[config.mk]
export PLATFORM = sky130hd
export DESIGN_NAME = wlan_bringup_seq
export DESIGN_NICKNAME = d
export VERILOG_FILES = /design/src/rtl/bup_pkg.sv /design/src/rtl/bup_timer.sv /design/src/rtl/bup_poll_ctr.sv /design/src/rtl/bup_restart_ctl.sv /design/src/rtl/wlan_bringup_seq.sv
export SDC_FILE = /design/constraint.sdc
export NUM_CORES = 1
export LEC_CHECK = 0
export BUFFER_PORTS_ARGS = -buffer_cell sky130_fd_sc_hd__buf_4
export CORE_MARGIN = 2
export CORE_UTILIZATION = 35
export DETAILED_ROUTE_END_ITERATION = 8
export PLACE_DENSITY = 0.57
export SLEW_MARGIN = 20
export SYNTH_ARGS = -nofsm -noshare
export SYNTH_HDL_FRONTEND = slang
export SYNTH_SLANG_ARGS = --single-unit
[constraint.sdc]
create_clock -name clk -period 2.79 [get_ports clk]
set_input_delay 0.837 -clock clk [delete_from_list [all_inputs] [get_ports clk]]
set_output_delay 0.837 -clock clk [all_outputs]
set_load 0.01 [all_outputs]
[src/rtl/bup_pkg.sv]
package bup_pkg;

    typedef enum logic [3:0] {
        BUP_SETTLE,
        BUP_POLL_REQ,
        BUP_POLL_WAIT,
        BUP_POLL_GAP,
        BUP_WAKE_REQ,
        BUP_CLK_WAIT,
        BUP_XTAL_REQ,
        BUP_IRQ_WAIT,
        BUP_READY,
        BUP_ERROR
    } bup_state_e;

    function automatic int unsigned bup_max(input int unsigned a, input int unsigned b);
        return (a > b) ? a : b;
    endfunction

endpackage

[src/rtl/bup_timer.sv]
module bup_timer #(
    parameter int W       = 8,
    parameter int RST_VAL = 1
) (
    input  logic         clk,
    input  logic         rst_n,
    input  logic         load_i,
    input  logic [W-1:0] val_i,
    output logic         expired_o
);
    logic [W-1:0] cnt_q;

    always_ff @(posedge clk or negedge rst_n) begin
        if (!rst_n) begin
            cnt_q <= W'(RST_VAL);
        end else if (load_i) begin
            cnt_q <= val_i;
        end else if (cnt_q != '0) begin
            cnt_q <= cnt_q - 1'b1;
        end
    end

    assign expired_o = (cnt_q == '0);
endmodule

[src/rtl/bup_poll_ctr.sv]
module bup_poll_ctr #(
    parameter int MAX = 4
) (
    input  logic clk,
    input  logic rst_n,
    input  logic clr_i,
    input  logic inc_i,
    output logic last_o
);
    localparam int CW = $clog2(MAX + 1);

    logic [CW-1:0] cnt_q;

    always_ff @(posedge clk or negedge rst_n) begin
        if (!rst_n) begin
            cnt_q <= '0;
        end else if (clr_i) begin
            cnt_q <= '0;
        end else if (inc_i && (cnt_q != CW'(MAX - 1))) begin
            cnt_q <= cnt_q + 1'b1;
        end
    end

    assign last_o = (cnt_q == CW'(MAX - 1));
endmodule

[src/rtl/bup_restart_ctl.sv]
module bup_restart_ctl (
    input  logic clk,
    input  logic rst_n,
    input  logic restart_i,
    input  logic warm_i,
    input  logic busy_i,
    output logic apply_o,
    output logic warm_o
);
    logic pend_q;
    logic warm_q;

    assign apply_o = (restart_i || pend_q) && !busy_i;
    assign warm_o  = restart_i ? warm_i : warm_q;

    always_ff @(posedge clk or negedge rst_n) begin
        if (!rst_n) begin
            pend_q <= 1'b0;
            warm_q <= 1'b0;
        end else begin
            if (restart_i) begin
                warm_q <= warm_i;
            end
            if (apply_o) begin
                pend_q <= 1'b0;
            end else if (restart_i) begin
                pend_q <= 1'b1;
            end
        end
    end
endmodule

[src/rtl/wlan_bringup_seq.sv]
module wlan_bringup_seq
    import bup_pkg::*;
#(
    parameter int                ADDR_W       = 17,
    parameter int                DATA_W       = 32,
    parameter int unsigned       SETTLE_CYC   = 5_000_000,
    parameter int unsigned       POLL_GAP_CYC = 1000,
    parameter int                POLL_MAX     = 64,
    parameter int unsigned       CLK_TMO_CYC  = 1_000_000,
    parameter int unsigned       IRQ_TMO_CYC  = 1_000_000,
    parameter logic [ADDR_W-1:0] ID_ADDR      = 'h14,
    parameter logic [DATA_W-1:0] SIG          = 'hFEED_BEAD,
    parameter logic [ADDR_W-1:0] WAKE_ADDR    = 'h0,
    parameter int                WAKE_BIT     = 7,
    parameter logic [1:0]        XTAL_FUNC    = 2'd1,
    parameter logic [ADDR_W-1:0] XTAL_ADDR    = 'h0660,
    parameter logic [DATA_W-1:0] XTAL_VAL     = 'd37400
) (
    input  logic              clk,
    input  logic              rst_n,
    input  logic              restart_i,
    input  logic              warm_boot_i,
    output logic              req_valid_o,
    input  logic              req_ready_i,
    output logic              req_write_o,
    output logic [1:0]        req_func_o,
    output logic [ADDR_W-1:0] req_addr_o,
    output logic [DATA_W-1:0] req_wdata_o,
    input  logic              rsp_valid_i,
    input  logic [DATA_W-1:0] rsp_data_i,
    input  logic              lpclk_avail_i,
    input  logic              dev_irq_i,
    output logic              ready_o,
    output logic              error_o
);
    localparam int unsigned TMR_MAX = bup_max(bup_max(SETTLE_CYC, POLL_GAP_CYC),
                                              bup_max(CLK_TMO_CYC, IRQ_TMO_CYC));
    localparam int TMR_W = $clog2(TMR_MAX + 1);
    localparam logic [DATA_W-1:0] WAKE_DATA = DATA_W'(1) << WAKE_BIT;

    bup_state_e       state_q, state_d;
    logic             tmr_load;
    logic [TMR_W-1:0] tmr_val;
    logic             tmr_expired;
    logic             poll_clr;
    logic             poll_inc;
    logic             poll_last;
    logic             rs_apply;
    logic             rs_warm;
    logic             skip_xtal_q;

    bup_timer #(
        .W       (TMR_W),
        .RST_VAL (int'(SETTLE_CYC))
    ) i_timer (
        .clk       (clk),
        .rst_n     (rst_n),
        .load_i    (tmr_load),
        .val_i     (tmr_val),
        .expired_o (tmr_expired)
    );

    bup_poll_ctr #(
        .MAX (POLL_MAX)
    ) i_poll_ctr (
        .clk    (clk),
        .rst_n  (rst_n),
        .clr_i  (poll_clr),
        .inc_i  (poll_inc),
        .last_o (poll_last)
    );

    bup_restart_ctl i_restart (
        .clk       (clk),
        .rst_n     (rst_n),
        .restart_i (restart_i),
        .warm_i    (warm_boot_i),
        .busy_i    (req_valid_o),
        .apply_o   (rs_apply),
        .warm_o    (rs_warm)
    );

    // next-state, timer and poll-counter control
    always_comb begin
        state_d  = state_q;
        tmr_load = 1'b0;
        tmr_val  = '0;
        poll_clr = 1'b0;
        poll_inc = 1'b0;
        if (rs_apply) begin
            state_d  = BUP_SETTLE;
            tmr_load = 1'b1;
            tmr_val  = TMR_W'(SETTLE_CYC);
            poll_clr = 1'b1;
        end else begin
            unique case (state_q)
                BUP_SETTLE: begin
                    if (tmr_expired) state_d = BUP_POLL_REQ;
                end
                BUP_POLL_REQ: begin
                    if (req_ready_i) state_d = BUP_POLL_WAIT;
                end
                BUP_POLL_WAIT: begin
                    if (rsp_valid_i) begin
                        if (rsp_data_i == SIG) begin
                            state_d = BUP_WAKE_REQ;
                        end else if (poll_last) begin
                            state_d = BUP_ERROR;
                        end else begin
                            state_d  = BUP_POLL_GAP;
                            poll_inc = 1'b1;
                            tmr_load = 1'b1;
                            tmr_val  = TMR_W'(POLL_GAP_CYC);
                        end
                    end
                end
                BUP_POLL_GAP: begin
                    if (tmr_expired) state_d = BUP_POLL_REQ;
                end
                BUP_WAKE_REQ: begin
                    if (req_ready_i) begin
                        tmr_load = 1'b1;
                        if (skip_xtal_q) begin
                            state_d = BUP_IRQ_WAIT;
                            tmr_val = TMR_W'(IRQ_TMO_CYC);
                        end else begin
                            state_d = BUP_CLK_WAIT;
                            tmr_val = TMR_W'(CLK_TMO_CYC);
                        end
                    end
                end
                BUP_CLK_WAIT: begin
                    if (lpclk_avail_i)    state_d = BUP_XTAL_REQ;
                    else if (tmr_expired) state_d = BUP_ERROR;
                end
                BUP_XTAL_REQ: begin
                    if (req_ready_i) begin
                        state_d  = BUP_IRQ_WAIT;
                        tmr_load = 1'b1;
                        tmr_val  = TMR_W'(IRQ_TMO_CYC);
                    end
                end
                BUP_IRQ_WAIT: begin
                    if (dev_irq_i)        state_d = BUP_READY;
                    else if (tmr_expired) state_d = BUP_ERROR;
                end
                BUP_READY: state_d = BUP_READY;
                BUP_ERROR: state_d = BUP_ERROR;
                default:   state_d = BUP_ERROR;
            endcase
        end
    end

    // state register
    always_ff @(posedge clk or negedge rst_n) begin
        if (!rst_n) begin
            state_q     <= BUP_SETTLE;
            skip_xtal_q <= 1'b0;
        end else begin
            state_q <= state_d;
            if (rs_apply) skip_xtal_q <= rs_warm;
        end
    end

    // outputs
    always_comb begin
        req_valid_o = 1'b0;
        req_write_o = 1'b0;
        req_func_o  = 2'd0;
        req_addr_o  = '0;
        req_wdata_o = '0;
        ready_o     = 1'b0;
        error_o     = 1'b0;
        unique case (state_q)
            BUP_POLL_REQ: begin
                req_valid_o = 1'b1;
                req_addr_o  = ID_ADDR;
            end
            BUP_WAKE_REQ: begin
                req_valid_o = 1'b1;
                req_write_o = 1'b1;
                req_addr_o  = WAKE_ADDR;
                req_wdata_o = WAKE_DATA;
            end
            BUP_XTAL_REQ: begin
                req_valid_o = 1'b1;
                req_write_o = 1'b1;
                req_func_o  = XTAL_FUNC;
                req_addr_o  = XTAL_ADDR;
                req_wdata_o = XTAL_VAL;
            end
            BUP_READY: ready_o = 1'b1;
            BUP_ERROR: error_o = 1'b1;
            default: ;
        endcase
    end
endmodule

==> results of run 1 <==
[worst max-delay path by stage]
stage                                  from                     end  slack, ns  depth (start not counted)
4_1_cts              state_q[0]$_DFFE_PN0P_             req_valid_o       0.14                          5
6_report       i_timer.cnt_q[0]$_DFFE_PN0P_  state_q[0]$_DFFE_PN0P_       0.12                          7
3_5_place_dp   i_timer.cnt_q[0]$_DFFE_PN0P_  state_q[0]$_DFFE_PN0P_       0.18                          7
2_1_floorplan        state_q[1]$_DFFE_PN0P_          req_addr_o[10]       0.19                          4
3_3_place_gp   i_timer.cnt_q[0]$_DFFE_PN0P_  state_q[0]$_DFFE_PN0P_       0.24                          7
5_1_grt        i_timer.cnt_q[0]$_DFFE_PN0P_  state_q[0]$_DFFE_PN0P_      0.002                          7
[synth_stat cells, types with 4 or more instances]
| cell type | count |
|---|---|
| buf_4 | 48 |
| nand2_1 | 11 |
| o211ai_1 | 5 |
| nand3_1 | 5 |
| nor4_1 | 8 |
| or4_1 | 7 |
| clkbuf_1 | 9 |
| a21oi_1 | 17 |
| o31ai_1 | 10 |
| xnor2_1 | 9 |
| and2_1 | 4 |
| dfstp_2 | 8 |
| nor2_1 | 22 |
| or3_1 | 7 |
| or2_2 | 5 |
| nand2b_1 | 4 |
| o21ai_0 | 15 |
| nor3_1 | 12 |
| dfrtp_1 | 29 |
| inv_1 | 11 |
| nand4b_1 | 8 |
| xor2_1 | 6 |
| or3b_2 | 4 |
[area by class of cell]
class	instances	area, µm²	area share, %
Multi-Input combinational cell	245	1530	47.2
Sequential cell	37	936	28.8
Timing Repair Buffer	70	526	16.2
Tap cell	102	128	3.93
Clock buffer	6	72.6	2.24
Inverter	11	41.3	1.27
Clock inverter	2	10.0	0.308
[report_power, final]
part           internal, W  leakage (nW)  switching [W]
combinational     0.000274         0.873       0.000332
sequential        0.000609         0.479      0.0000670
clock             0.000173        0.0450       0.000194
total              0.00106          1.40       0.000593
[cells in the final DEF, fill, tap and decap left out, types with 3 or more instances in the layout]
cell type	count
buf_4	70
conb_1	38
dfrtp_1	29
nor2_1	22
a21oi_1	17
o21ai_0	15
nor3_1	12
inv_1	11
nand2_1	11
o31ai_1	10
xnor2_1	9
nor4_1	8
nand4b_1	8
dfstp_2	8
or4_1	7
or3_1	7
xor2_1	6
or2_2	5
o211ai_1	5
nand3_1	5
clkbuf_8	5
nand2b_1	4
or3b_2	4
and2_1	4
or4b_2	3
a31oi_1	3
and3_1	3
ha_1	3
[sequential cells by signal (all words and copies together), names as in the netlist]
signal	flops
skip_xtal_q	1
i_poll_ctr.cnt_q	7
i_restart.warm_q	1
state_q	4
i_timer.cnt_q	23
i_restart.pend_q	1
[per-layer routing]
layer | share of wire (%) | global-route usage, %
met2 | 47 | 25.0
met3 | 4.6 | 2.66
met4 | 1.2 | 3.68
met1 | 47 | 21.0
met5 | 0 | 0
[through the flow]
step,util [%],hold WS (ns),cells,power (W),instance area (µm²)
after detailed placement,40.9,0.477,465,0.00129,3160
after global placement,40.9,0.466,465,0.00128,3160
after global routing,42.0,0.529,473,0.00177,3250
final,42.0,0.493,473,0.00165,3250
after CTS,42.0,0.493,473,0.00167,3250
after floorplan,-,0.447,353,0.00112,2920
[critical path, cell delays in order (launching register included)]
cell      delay, ns
dfrtp_1        0.41
inv_1          0.09
ha_1           0.15
or4b_2         0.62
or2_2          0.32
o41ai_1        0.55
o211ai_1       0.17
o221a_2        0.25
[kinds of logic (layout without fill, tap and decap cells)]
family | Yosys count | after routing
AOI/OAI and AO/OA | 71 | 71
muxes | 4 | 4
adders and majority gates | 3 | 3
xor gates and xnor gates | 15 | 15
DFF | 37 | 37
buffers and inverters | 71 | 89
other | 1 | 38
and+or+nand+nor | 114 | 114
==> flow_metrics.tcl, run 1 <==
set metrics [dict create \
    drv_cap 0 \
    nFillCells 781 \
    min_from "skip_xtal_q$_DFFE_PN0N_" \
    post-place-ws_ns 0.179 \
    firstDrtPassIters 4 \
    whs_endpoint "skip_xtal_q$_DFFE_PN0N_" \
    wl_per_cell_um 13.6 \
    vias 2405 \
    ys_seq_area_share_pct 33.7 \
    postRouteAntennaNets 0 \
    skew_ns 0.00400 \
    synthMuxAreaShare_pct 1.53 \
    die_y_um 93.1 \
    timing.rr.start "i_timer.cnt_q[0]$_DFFE_PN0P_" \
    criticalPathCategory "register to register" \
    ff2ff_setup_slack_ns 0.12 \
    dieArea_um2 8670 \
    grt_max_degree 38 \
    grt_usage_pct 15.3 \
    nets 413 \
    cts_resized 0 \
    synth_area_leaders "dfrtp_1 (26%), buf_4 (13%), dfstp_2 (7.6%)" \
    num_antenna_cells 0 \
    tightest_slew_ns 0.623 \
    endpoint_kind "register" \
    total_leakage_power_nw 1.40 \
    synth_async_sr_flop_share_pct 100 \
    num_rows 32 \
    min_path_type "register to register" \
    yosys.area_share.xor_xnor_pct 4.73 \
    drcViolationCount 0 \
    rr_worst_depth 7 \
    crit_path_start_kind "register" \
    slew_headroom_pct 58.2 \
    cts_tree "done" \
    powerDensity_nw_per_um2 508 \
    yosys.area.top_type_share_pct 26.1 \
    final_max_slew_viol_count 0 \
    min_period_ns 2.67 \
    max_freq_mhz 374 \
    grt_antenna_before_repair 0 \
    path_clk_slew_ns 0.07 \
    yosys_warnings 0 \
    worstPathMaxFanout 4 \
    critPathRequiredTime_ns 2.97 \
    synth_top_family_by_area "simple AND/OR/NAND/NOR gates" \
    reg2reg_to "state_q[0]$_DFFE_PN0P_" \
    synth_edf_count 0 \
    numCtsBuffers 5 \
    synth_adder_area_share_pct 1.35 \
    syn_area_um2 2780 \
    viasPerCell 5.08 \
    gp_congestion 0.888 \
    yosys.cell_types.count 58 \
    cts_sinks 37 \
    hold_viol 0 \
    tns_ns 0 \
    syn_inst 316 \
    post_cts_buffers 0 \
    fp.dieW_um 93.1 \
    status "complete, no violations" \
    setup-violations-final 0 \
    clk-insertion-delay-late_ns 0.29 \
    grt_pass1_wl_um 10700 \
    ios 95 \
    min_path_cells 2 \
    cts_root_buf "clkbuf_8" \
    finalWirelength_um 6420 \
    drtIter0Drc 129 \
    start_util_pct 36.0 \
    netlist.top_cell.by_area "dfrtp_1" \
    synth-simple-area-share_pct 24.8 \
    clock_path_buffers 2 \
    first_global_vias 2236 \
    synth-seq-cells 37 \
    rsz0062_at_grt "false" \
    synth-main-ff-cell "dfrtp_1" \
    irDropWorstVdd_uv 199 \
    drive_gt1_share_pct 29.1 \
    postCtsHoldBufs 0 \
    io_buffers 56 \
    grt-ovfl-total 0 \
    avgSynthCellArea_um2 8.79 \
    area_growth_pct 16.8 \
    layout_setup_ws_ns 0.117 \
    cp.arrival_ns 2.85 \
    fin_crit_sh_pct 95.8 \
    core_area_um2 7730 \
    synth-compound-area-share_pct 17.6 \
    htreeDepth 2 \
    dp.final_hpwl_um 4850 \
]
Note: power is estimated with default switching activity, not from simulation.
==> run 2: changes to the inputs <==
--- a/config.mk
+++ b/config.mk
@@ -10,6 +10,7 @@
 export CORE_UTILIZATION = 35
 export DETAILED_ROUTE_END_ITERATION = 8
 export PLACE_DENSITY = 0.57
+export REMOVE_ABC_BUFFERS = 1
 export SLEW_MARGIN = 20
 export SYNTH_ARGS = -nofsm -noshare
 export SYNTH_HDL_FRONTEND = slang
==> run 2 against run 1 <==
Cell count rose by 0.42%; clock power grew 6.5%; first-iteration DRC count decreased by 7.8%; setup slack improved by 0.075 ns; global-route usage rose by 0.80 points; register-to-register slack improved by 0.07 ns; clock skew rose by 0.0037 ns; critical endpoint unchanged; largest cell class unchanged.
==> flow_metrics.tcl, run 2 (synthesis gave the netlist of run 1 again) <==
set metrics [dict create \
    reg_top3 "i_timer.cnt_q: 23 flops, i_poll_ctr.cnt_q: 7 flops, state_q: 4 flops" \
    tightest_slew_ns 0.654 \
    start_util_pct 36.0 \
    irDropWorstVdd_uv 287 \
    clock_path_buffers 2 \
    fin_cells 475 \
    dp.final_hpwl_um 5010 \
    powerDensity_nw_per_um2 514 \
    slew_headroom_pct 56.1 \
    total_leakage_power_nw 1.41 \
    first_global_vias 2242 \
    io_buffers 56 \
    worstPathMaxFanout 4 \
    grt-ovfl-total 0 \
    dp.cells 467 \
    endpoint_kind "register" \
    setup-violations-final 0 \
    largest_register_ffs 23 \
    finalWirelength_um 6610 \
    post_cts_buffers 0 \
    die_y_um 93.1 \
    fp.dieW_um 93.1 \
    dieArea_um2 8670 \
    final_cell_mix "buf_4 (72), conb_1 (38), dfrtp_1 (29)" \
    skew_ns 0.00771 \
    place_area_um2 3180 \
    drv_cap 0 \
    wl_per_cell_um 13.9 \
    num_rows 32 \
    core_area_um2 7730 \
    grt_pass1_wl_um 11200 \
    numCtsBuffers 5 \
    area_growth_pct 18.1 \
    postRouteAntennaNets 0 \
    firstDrtPassIters 4 \
    grt_max_degree 38 \
    hold_viol 0 \
    min_path_type "input pin to asynchronous set/reset pin" \
    final_max_slew_viol_count 0 \
    drtIter0Drc 119 \
    total_power_w 0.00169 \
    min_period_ns 2.60 \
    htreeDepth 2 \
    cpMaxStageDelayCell "or4b_2" \
    cts_sinks 37 \
    drcViolationCount 0 \
    largest-register "i_timer.cnt_q" \
    path_clk_slew_ns 0.08 \
    cts_root_buf "clkbuf_8" \
    tns_ns 0 \
    cp.arrival_ns 2.77 \
    grt_antenna_before_repair 0 \
    clk-insertion-delay-late_ns 0.29 \
    crit_family "simple AND/OR/NAND/NOR gates" \
    rsz0062_at_grt "false" \
    cp_cell_sequence "inv_1 > ha_1 > or4b_2 > or2_2 > o41ai_1 > o211ai_1 > o221a_2" \
    status "complete, no violations" \
    slowest_delay_ns 0.63 \
    critPathBufInv 1 \
    num_antenna_cells 0 \
    max_freq_mhz 385 \
    crit_path_start_kind "register" \
    nets 415 \
    cts_tree "done" \
    viasPerCell 5.02 \
    vias 2383 \
    fin_crit_sh_pct 93.1 \
    critPathRequiredTime_ns 2.96 \
    final_area_um2 3280 \
    grt_usage_pct 16.0 \
    gp_congestion 0.873 \
    criticalPathCategory "register to register" \
    final_common_cell "buf_4" \
    ios 95 \
    drive_gt1_share_pct 29.5 \
]
==> run 2: changes by cell type in the layout (fill, tap and decap cells not counted) <==
cell	previous run	this run
nor4_4	0	1
buf_4	70	72
nor4_2	1	0
clkinvlp_4	0	1
clkbuf_8	5	6
clkinv_2	2	0
==> run 2: repair_timing <==
| action | CTS | global route |
|---|---|---|
| setup endpoints to repair | 0 | 2 |
| hold buffers | 0 | 0 |
| gates resized for setup | 0 | 1 |
==> run 2: path summary, 6_finish.rpt <==
path	start	end	slack, ns	cells after the start
worst max-delay path	i_timer.cnt_q[0]$_DFFE_PN0P_	state_q[0]$_DFFE_PN0P_	0.19	7
worst min-delay path	rst_n	i_restart.warm_q$_DFF_PN0_	0.51	1
worst max register to register	i_timer.cnt_q[0]$_DFFE_PN0P_	state_q[0]$_DFFE_PN0P_	0.19	7
worst min register to register	i_restart.warm_q$_DFF_PN0_	i_restart.warm_q$_DFF_PN0_	0.51	1
max in group asynchronous	rst_n	i_timer.cnt_q[6]$_DFFE_PN1P_	1.93	1
min in group clk	i_restart.warm_q$_DFF_PN0_	i_restart.warm_q$_DFF_PN0_	0.51	1
==> run 2: power breakdown <==
part	total, W	switching (W)	internal [W]
Clock	0.000391	0.000191	0.000201
Combinational	0.000617	0.000337	0.000279
Sequential	0.000677	0.0000682	0.000609
Total	0.00169	0.000596	0.00109
==> run 2: per-stage QoR <==
stage,utilization [%],setup WS [ns],hold WS [ns]
finish,42.5,0.191,0.510
global route,42.5,0.0372,0.532
CTS,42.3,0.175,0.518
detailed placement,41.1,0.190,0.498
global placement,41.1,0.266,0.484
floorplan,-,-0.793,0.447
==> run 2: per-layer routing <==
metal,vias to the layer above,GRT usage [%],wire [µm]
met5,-,0,0
met4,0,4.78,78
met3,6,3.06,284
li1,1178,-,-
met2,65,25.1,3120
met1,1134,22.5,3120
==> run 2: cell type report <==
class	instances	area (µm²)
inverter	11	41.3
fill	788	4450
tap	102	128
clock buffer	7	86.3
sequential	37	936
multi-input combinational	245	1540
clock inverter	1	7.51
timing repair buffer	72	541
